==> config.mk <==
export PLATFORM = sky130hd
export DESIGN_NAME = match_timer
export DESIGN_NICKNAME = d
export VERILOG_FILES = /design/src/rtl/match_timer.sv
export SDC_FILE = /design/constraint.sdc
export NUM_CORES = 1
export LEC_CHECK = 0
export CORE_MARGIN = 2
export CORE_UTILIZATION = 50
export CTS_BUF_LIST = sky130_fd_sc_hd__clkbuf_4 sky130_fd_sc_hd__clkbuf_8
export DETAILED_ROUTE_END_ITERATION = 12
export GPL_TIMING_DRIVEN = 0
export PLACE_DENSITY = 0.69
export SETUP_SLACK_MARGIN = 0.02
export SYNTH_ARGS = -nofsm -noshare
export SYNTH_HDL_FRONTEND = slang
export SYNTH_SLANG_ARGS = --single-unit
==> constraint.sdc <==
create_clock -name clk -period 2.9 [get_ports clk]
set_clock_uncertainty 0.05 [all_clocks]
set_input_delay 0.58 -clock clk [delete_from_list [all_inputs] [get_ports clk]]
set_output_delay 0.58 -clock clk [all_outputs]
set_load 0.01 [all_outputs]
==> src/rtl/match_timer.sv <==
module match_timer #(
  parameter int CNT_W = 32
) (
  input  logic             clk,
  input  logic             rst_n,
  input  logic             tick,
  input  logic             bus_en,
  input  logic             bus_we,
  input  logic [2:0]       reg_sel,
  input  logic [CNT_W-1:0] bus_wdata,
  output logic [CNT_W-1:0] bus_rdata,
  output logic [3:0]       irq,
  output logic             wdt_reset
);
  localparam int NCH = 4;
  localparam logic [2:0] SEL_CNT = 3'd4;
  localparam logic [2:0] SEL_STS = 3'd5;
  localparam logic [2:0] SEL_WDT = 3'd6;
  localparam logic [2:0] SEL_IER = 3'd7;

  logic [NCH-1:0][CNT_W-1:0] mr_q;
  logic [CNT_W-1:0]          cnt_q;
  logic [NCH-1:0]            sts_q, ier_q, hit, clr;
  logic                      wdt_en_q;

  wire wr = bus_en & bus_we;

  for (genvar n = 0; n < NCH; n++) begin : g_ch
    assign hit[n] = tick && (cnt_q == mr_q[n]);
    always_ff @(posedge clk) begin
      if (!rst_n)                             mr_q[n] <= '0;
      else if (wr && reg_sel == 3'(n))        mr_q[n] <= bus_wdata;
    end
  end

  assign clr = (wr && reg_sel == SEL_STS) ? bus_wdata[NCH-1:0] : '0;

  always_ff @(posedge clk) begin
    if (!rst_n) begin
      cnt_q     <= '0;
      sts_q     <= '0;
      ier_q     <= '0;
      wdt_en_q  <= 1'b0;
      irq       <= '0;
      wdt_reset <= 1'b0;
    end else begin
      if (wr && reg_sel == SEL_CNT) cnt_q <= bus_wdata;
      else if (tick)                cnt_q <= cnt_q + 1'b1;
      sts_q     <= hit | (sts_q & ~clr);
      if (wr && reg_sel == SEL_IER) ier_q <= bus_wdata[NCH-1:0];
      wdt_en_q  <= wdt_en_q | (wr && reg_sel == SEL_WDT && bus_wdata[0]);
      irq       <= sts_q & ier_q;
      wdt_reset <= wdt_en_q & hit[NCH-1];
    end
  end

  always_comb begin
    case (reg_sel)
      SEL_CNT: bus_rdata = cnt_q;
      SEL_STS: bus_rdata = {{(CNT_W-NCH){1'b0}}, sts_q};
      SEL_WDT: bus_rdata = {{(CNT_W-1){1'b0}}, wdt_en_q};
      SEL_IER: bus_rdata = {{(CNT_W-NCH){1'b0}}, ier_q};
      default: bus_rdata = mr_q[reg_sel[1:0]];
    endcase
  end
endmodule


Yosys cells after proc, flatten, opt, wreduce, memory -nomap -nowiden
Cells that the tools add are included.

Output and inout bits: 37. Input bits: 40. Bits in registers: 174. RAM bits: 0. Memories: 0. Word-level logic and storage cells: 51. Latch bits: 0. ROM bits: 0.

Add/subtract/negate cells: 1. Divide/modulo/power cells: 0. Magnitude comparators: 1. Shifts and indexed selects: 0. Equality and inequality tests: 11. Bitwise operators: 7. Multiply operators: 0. Reduce and logical (&&, ||, !) cells: 15. Multiplexer cells: 6.

Operators with widths (count): $eq 32x32->1 (4); $pmux 32 s4 (1); $mux 32 (3); $bmux 32 s2 (1); $add 32x1->32 const B (1); $logic_and 1x1->1 (13); $eq 3x3->1 const B (4); $and 4x4->4 (2); $eq 3x2->1 const B (2); $mux 4 (1); $not 4->4 (1); $or 4x4->4 (1); $eq 3x1->1 const B (1); $logic_not 3->1 (1); $lt 2x3->1 const B (1); $and 1x1->1 (2); $reduce_bool 2->1 (1); $or 1x1->1 (1).

Depth between registers and ports, before layout
Gate-level depths: netlist of run 1.

Depth in word-level cells: 6. Mapped depth: 7. Gate-level depth less buffers: 6.

Worst setup path after synthesis of run 1
No wires, ideal clock.

Path kind: input port to output port. From: in reg_sel[1]. To: out bus_rdata[15]. Required time: 2270 ps. Data arrival time: 2040 ps. Slack: 230 ps. Buffers on the path: 2. Stages on the path: 4. Cells stage by stage: buf_2 -> buf_1 -> mux4_2 -> a22o_1.

Cells in the longest elaborated chain, start to end: 3. Elaborated cells on any way between the ends: 7. Classes of those cells: 4 x eq/ne; 3 x mux.

RTL lines: start, declared (RTL line 9) `input logic [2:0] reg_sel,`; $bmux 32 s2 (RTL line 63) `default: bus_rdata = mr_q[reg_sel[1:0]];`; $mux 32 (not written as such) (RTL line 63); $pmux 32 s4 (*) (RTL line 58) `case (reg_sel)`; end, declared (RTL line 11) `output logic [CNT_W-1:0] bus_rdata,`.

Every way passes the cells marked *; elsewhere a longest branch is shown, timed or not. The select of a mux whose other input is x is not followed.

Final worst setup path of run 1
From: in reg_sel[1]. To: out bus_rdata[2].

Same word-level chain as after synthesis.

==> impl_metrics.ini, run 1 <==
[worst_setup_path]
critPathCaptureType = primary output
reg2reg_depth = 6
reg2reg_slack_ps = 290
critPathMaxFanout = 10
worstSetupEndpoint = bus_rdata[2]
r2r-end = sts_q[1]$_SDFF_PN0_
setup.worst_path.start = reg_sel[1]
critPathLaunchType = input port
r2r_start = cnt_q[24]$_SDFFE_PN0P_
required_ps = 2270
worstPathArrival_ps = 2210
path_class = in -> out

[clock_network]
clk_pin_slew_worst_paths_ps = 110
numCtsBuffers = 17
cts-hold-fix-buffers = 0
clockBufferDepth = 2
clock-sinks = 174
htree_levels = 4
root_buffer = clkbuf_8
cts_tree = yes
clock_latency_ps = 490

[grt]
track_usage = 0.360
grt_pass1_vias = 8443
grt_start_max_net_pins = 17
overflow = 0
grt_pass1_wl_mm = 52.6
antenna_found_initial = 2

[placed_design]
dp_hpwl_mm = 25.7
port_buffers = 72
globalplace.congestion = 1.06
postPlaceCellArea_um2 = 10300

[routing]
detail-route-antenna-nets = 0
drt-wirelength-per-cell_um = 24.4
drtIter0Drc = 1369
first_pass_iters = 5
via_count = 9062
drc = 0
drt-total-wl_mm = 35.5
via_per_inst = 6.23

[final_layout]
nNetsFinal = 1251
drive_gt1_frac = 0.102
final_area_um2 = 10900
areaGrowthSynthToFinish_pct = 16.4

[sta]
drv_slew = 0
fin_crit_sh = 0.979
worstMarginPinSlew_ps = 1120
max_freq_ghz = 0.352
max-slew-margin-rel = 0.243
hold_violations = 0
fin_setup_tns_ps = 0
min_period_ps = 2840
rsz0062_at_grt = yes
finalSetupViolations = 0

[logic_synthesis]
synth_commonest_cells = 283 x nand2_1, 174 x dfxtp_1, 147 x a21oi_1, 110 x xor2_1, 66 x clkbuf_1
synth_edf_count = 0
yosysTopAreaCellShare = 0.373
avgSynthCellArea_um2 = 8.36
syn_area_um2 = 9330
ys.flop_type = dfxtp_1
syn-num-nets = 1157
synthArstFlopShare = 0
synthTopCellsByArea = dfxtp_1 37%, nand2_1 11%, xor2_1 10%, mux4_2 8.0%, a21oi_1 7.9%
yosys.area.top_type = dfxtp_1
synth_warnings = 0
synth.most_common_cell = nand2_1
ys_seq_area_frac = 0.373
ys_types = 45
syn_inst = 1116
ys_ff_latch = 174

[floorplanning]
die_y_um = 141
rows = 49
dieArea_um2 = 19800
pin_count = 77
die_w_um = 141
initial_core_util = 0.514
core-area_um2 = 18100

[status]
status = complete, no violations

[pwr]
p_per_area_nw_per_um2 = 451
power_mw = 4.90
power.leakage_nw = 4.30
max-vdd-ir-drop_v = 0.000324

[min_path]
min-delay-path-class = reg -> reg

[run]
cap_viol_max_count = 0
repair_timing:
item                       4_1_cts  5_1_grt
cloned                           0        0
pin swaps                        1        0
gates resized for setup         69        8
setup buffers                    3        0
setup endpoints to repair       32        5
how the worst min path moves through the flow:
stage	slack [ps]	from	endpoint	cells past startpoint
6_report	430	ier_q[3]$_SDFFE_PN0P_	irq[3]$_SDFF_PN0_	1
5_1_grt	450	ier_q[3]$_SDFFE_PN0P_	irq[3]$_SDFF_PN0_	1
4_1_cts	430	mr_q[6]$_SDFFE_PN0P_	mr_q[6]$_SDFFE_PN0P_	2
3_5_place_dp	420	mr_q[6]$_SDFFE_PN0P_	mr_q[6]$_SDFFE_PN0P_	2
3_3_place_gp	420	wdt_en_q$_SDFF_PN0_	wdt_en_q$_SDFF_PN0_	2
2_1_floorplan	400	wdt_en_q$_SDFF_PN0_	wdt_reset$_SDFF_PN0_	1
critical path, stage by stage:
cell             delay [ps]
clkbuf_4                210
buf_8                   230
mux4_2                  510
nand2_1                  80
o21ai_0                 100
clkdlybuf4s50_1         500
per-stage QoR:
stage                     setup slack [ps]   util  instances  hold WS, ps
after floorplan                        230      -       1116          399
after global placement               -1590  0.570       1417          416
after detailed placement             -1510  0.570       1417          421
after CTS                            -13.8  0.597       1452          433
after global routing                  17.6  0.598       1453          454
final                                 62.1  0.599       1454          428
kinds of logic after synthesis:
logic type                 synth area share
AOI/OAI and AO/OA                     0.137
xor gates and xnor gates              0.148
adders and majority gates           0.00134
buffers and inverters                0.0524
DFF                                   0.373
muxes                                0.0886
and+or+nand+nor                       0.199
final cells by class:
type / instances / area (µm²)
Fill cell: 1669 / 7290
Buffer: 102 / 598
Sequential cell: 174 / 3480
Antenna cell: 2 / 5.00
Multi-Input combinational cell: 836 / 5360
Tap cell: 229 / 287
Clock inverter: 15 / 161
Inverter: 4 / 15.0
Clock buffer: 17 / 234
Timing Repair Buffer: 75 / 714
per-layer routing:
layer  GRT usage  routed length [µm]
met5     0.00752                   0
met4       0.163                1930
met3      0.0961                4440
met2       0.553               15500
met1       0.477               13700
cell usage in the layout, fill, tap and decap left out, drive strengths merged, types with 3 or more instances in the layout:
cell	netlist	final
nor2	29	29
nand2	283	283
mux2	3	3
clkinv	0	5
a21oi	147	147
and3	10	10
xor2	110	110
nand4	24	24
nor3	11	11
a211oi	10	10
clkinvlp	0	4
nor4	26	26
and2	3	3
dfxtp	174	174
clkdlybuf4s50	0	43
dlygate4sd2	0	28
buf	36	39
clkbuf	66	83
nand3	19	19
xnor2	48	48
mux4	33	33
a22oi	3	3
inv	4	8
mux2i	5	5
a22o	28	28
o21ai	24	24
power breakdown:
group | internal (mW) | switching (mW) | leakage, nW | total [mW]
clock | 0.775 | 0.990 | 0.189 | 1.77
sequential | 2.43 | 0.0343 | 1.41 | 2.47
combinational | 0.243 | 0.425 | 2.70 | 0.668
registers in the layout, summed over array words and instances (netlist names):
| register | flops |
|---|---|
| irq | 4 |
| cnt_q | 32 |
| mr_q | 128 |
| ier_q | 4 |
| sts_q | 4 |
| wdt_reset | 1 |
| wdt_en_q | 1 |
(Power assumes the default switching activity.)
==> run 2: changes to the inputs <==
Settings changed: PLACE_DENSITY 0.69 to 0.72.
Clock period 2.9 ns to 2.52 ns, I/O delays scaled along.
==> impl_metrics.ini, run 2 (synthesis results as in run 1) <==
[grt]
grt_pass1_vias = 8552
grt_start_max_net_pins = 17
antenna_found_initial = 1
overflow = 0
track_usage = 0.355
grt_pass1_wl_mm = 52.3

[floorplanning]
dieArea_um2 = 19800
pin_count = 77
die_y_um = 141
initial_core_util = 0.514
die_w_um = 141
rows = 49
core-area_um2 = 18100

[placed_design]
port_buffers = 72
globalplace.congestion = 1.12
dp_hpwl_mm = 25.3

[clock_network]
numCtsBuffers = 17
root_buffer = clkbuf_8
cts_tree = yes
cts-hold-fix-buffers = 0
clk_pin_slew_worst_paths_ps = 100
clock-sinks = 174
clock_latency_ps = 490
clockBufferDepth = 2
htree_levels = 4

[worst_setup_path]
critPathMaxFanout = 10
critPathLaunchType = flip-flop
worstPathArrival_ps = 2900
required_ps = 2910
slowest_delay_ps = 700
path_cells = clkbuf_1 -> xor2_1 -> nor4_1 -> nand4_1 -> nor4_1 -> a32o_1
critPathMostFrequentCell = nor4_1
critPathCaptureType = flip-flop
path_class = reg -> reg
crit_path_top_delay_cell = nor4_1

[min_path]
min-delay-path-class = in -> reg

[routing]
first_pass_iters = 7
drtIter0Drc = 1308
drt-total-wl_mm = 34.9
detail-route-antenna-nets = 0
via_per_inst = 6.26
drt-wirelength-per-cell_um = 24.0
drc = 0
via_count = 9090

[sta]
rsz0062_at_grt = yes
max_freq_ghz = 0.397
hold_violations = 0
max-slew-margin-rel = 0.398
fin_setup_tns_ps = 0
drv_slew = 0
min_period_ps = 2520
worstMarginPinSlew_ps = 903
finalSetupViolations = 0
fin_crit_sh = 0.999
fin_worst_hold_slack_ps = 408

[pwr]
power.leakage_nw = 4.26
power_mw = 5.59
max-vdd-ir-drop_v = 0.000429
p_per_area_nw_per_um2 = 512

[final_layout]
final_common_cell = nand2_1
ff_latch_area_um2 = 3480
finalCoreUtilization = 0.602
largest_reg_flops = 128
mostFrequentLayoutCells = 283 x nand2_1, 174 x dfxtp_1, 147 x a21oi_1
nNetsFinal = 1252
largest-register = mr_q
drive_gt1_frac = 0.114
areaGrowthSynthToFinish_pct = 17.1
top_regs = mr_q (128), cnt_q (32)
multi_input_area_um2 = 5390
nFillCells = 1637
antenna_cells = 0

[status]
status = complete, no violations

[run]
cap_viol_max_count = 0
-- run 2: cell count changes in the layout (fill, tap and decap cells not counted), sizes merged, moves of 2 or more --
cell,before,now
buf,39,42
clkbuf,83,91
clkdlybuf4s15,0,16
clkdlybuf4s50,43,39
clkinvlp,4,2
diode,2,0
dlygate4sd2,28,11
-- run 2: area by class of cell --
type,count,area share
inverter,4,0.00137
multi-input combinational,836,0.494
sequential,174,0.319
clock inverter,11,0.00985
timing repair buffer,76,0.0669
clock buffer,21,0.0259
buffer,102,0.0572
tap,229,0.0262
-- run 2: through the flow --
| step | setup slack [ps] | cell area (µm²) | cells |
|---|---|---|---|
| 3_3_place_gp | -1740 | 10300 | 1417 |
| 5_1_grt | 18.9 | 10900 | 1453 |
| 6_report | 2.44 | 10900 | 1453 |
| 3_5_place_dp | -1750 | 10300 | 1417 |
| 2_1_floorplan | 71.7 | 9330 | 1116 |
| 4_1_cts | 25.0 | 10900 | 1453 |
-- run 2: path summary, 6_finish.rpt --
path	from	to	slack, ps	cells past startpoint
setup reg to reg	cnt_q[24]$_SDFFE_PN0P_	sts_q[2]$_SDFF_PN0_	2	6
setup / recovery	cnt_q[24]$_SDFFE_PN0P_	sts_q[2]$_SDFF_PN0_	2	6
hold / removal	tick	cnt_q[0]$_SDFFE_PN0P_	410	3
hold reg to reg	ier_q[3]$_SDFFE_PN0P_	irq[3]$_SDFF_PN0_	440	1
-- run 2: routing by layer --
metal | up-vias | global-route usage | part of all wire
met5 | - | 0 | 0
met1 | 4220 | 0.465 | 0.37
met4 | 0 | 0.189 | 0.061
met3 | 155 | 0.0941 | 0.13
met2 | 702 | 0.540 | 0.44
li1 | 4013 | - | -
-- run 2: timing repair --
item	CTS	global route
setup endpoints to repair	32	22
pin swaps	1	2
resized for setup	99	19
hold endpoints to repair	0	0
gates cloned	0	0
setup buffers	4	0
-- run 2: report_power, final --
part,leakage (nW),switching [mW],internal (mW)
Sequential,1.41,0.0376,2.80
Clock,0.197,1.10,0.882
Combinational,2.65,0.488,0.288
-- run 2: critical path: cells and delay by family (launching register included) --
| family | cells | cell delay (ps) |
|---|---|---|
| flip-flops | 1 | 330 |
| XOR/XNOR | 1 | 130 |
| AO/OA/AOI/OAI | 1 | 180 |
| buffers and inverters | 1 | 460 |
| AND/OR/NAND/NOR | 3 | 1320 |
==> run 3: changes to the inputs <==
Settings changed: ABC_CLOCK_PERIOD_IN_PS from default to 2520, CTS_CLUSTER_SIZE from default to 10.
==> results of run 3 <==
The final DEF is identical to that of run 2; final timing and power are the same.
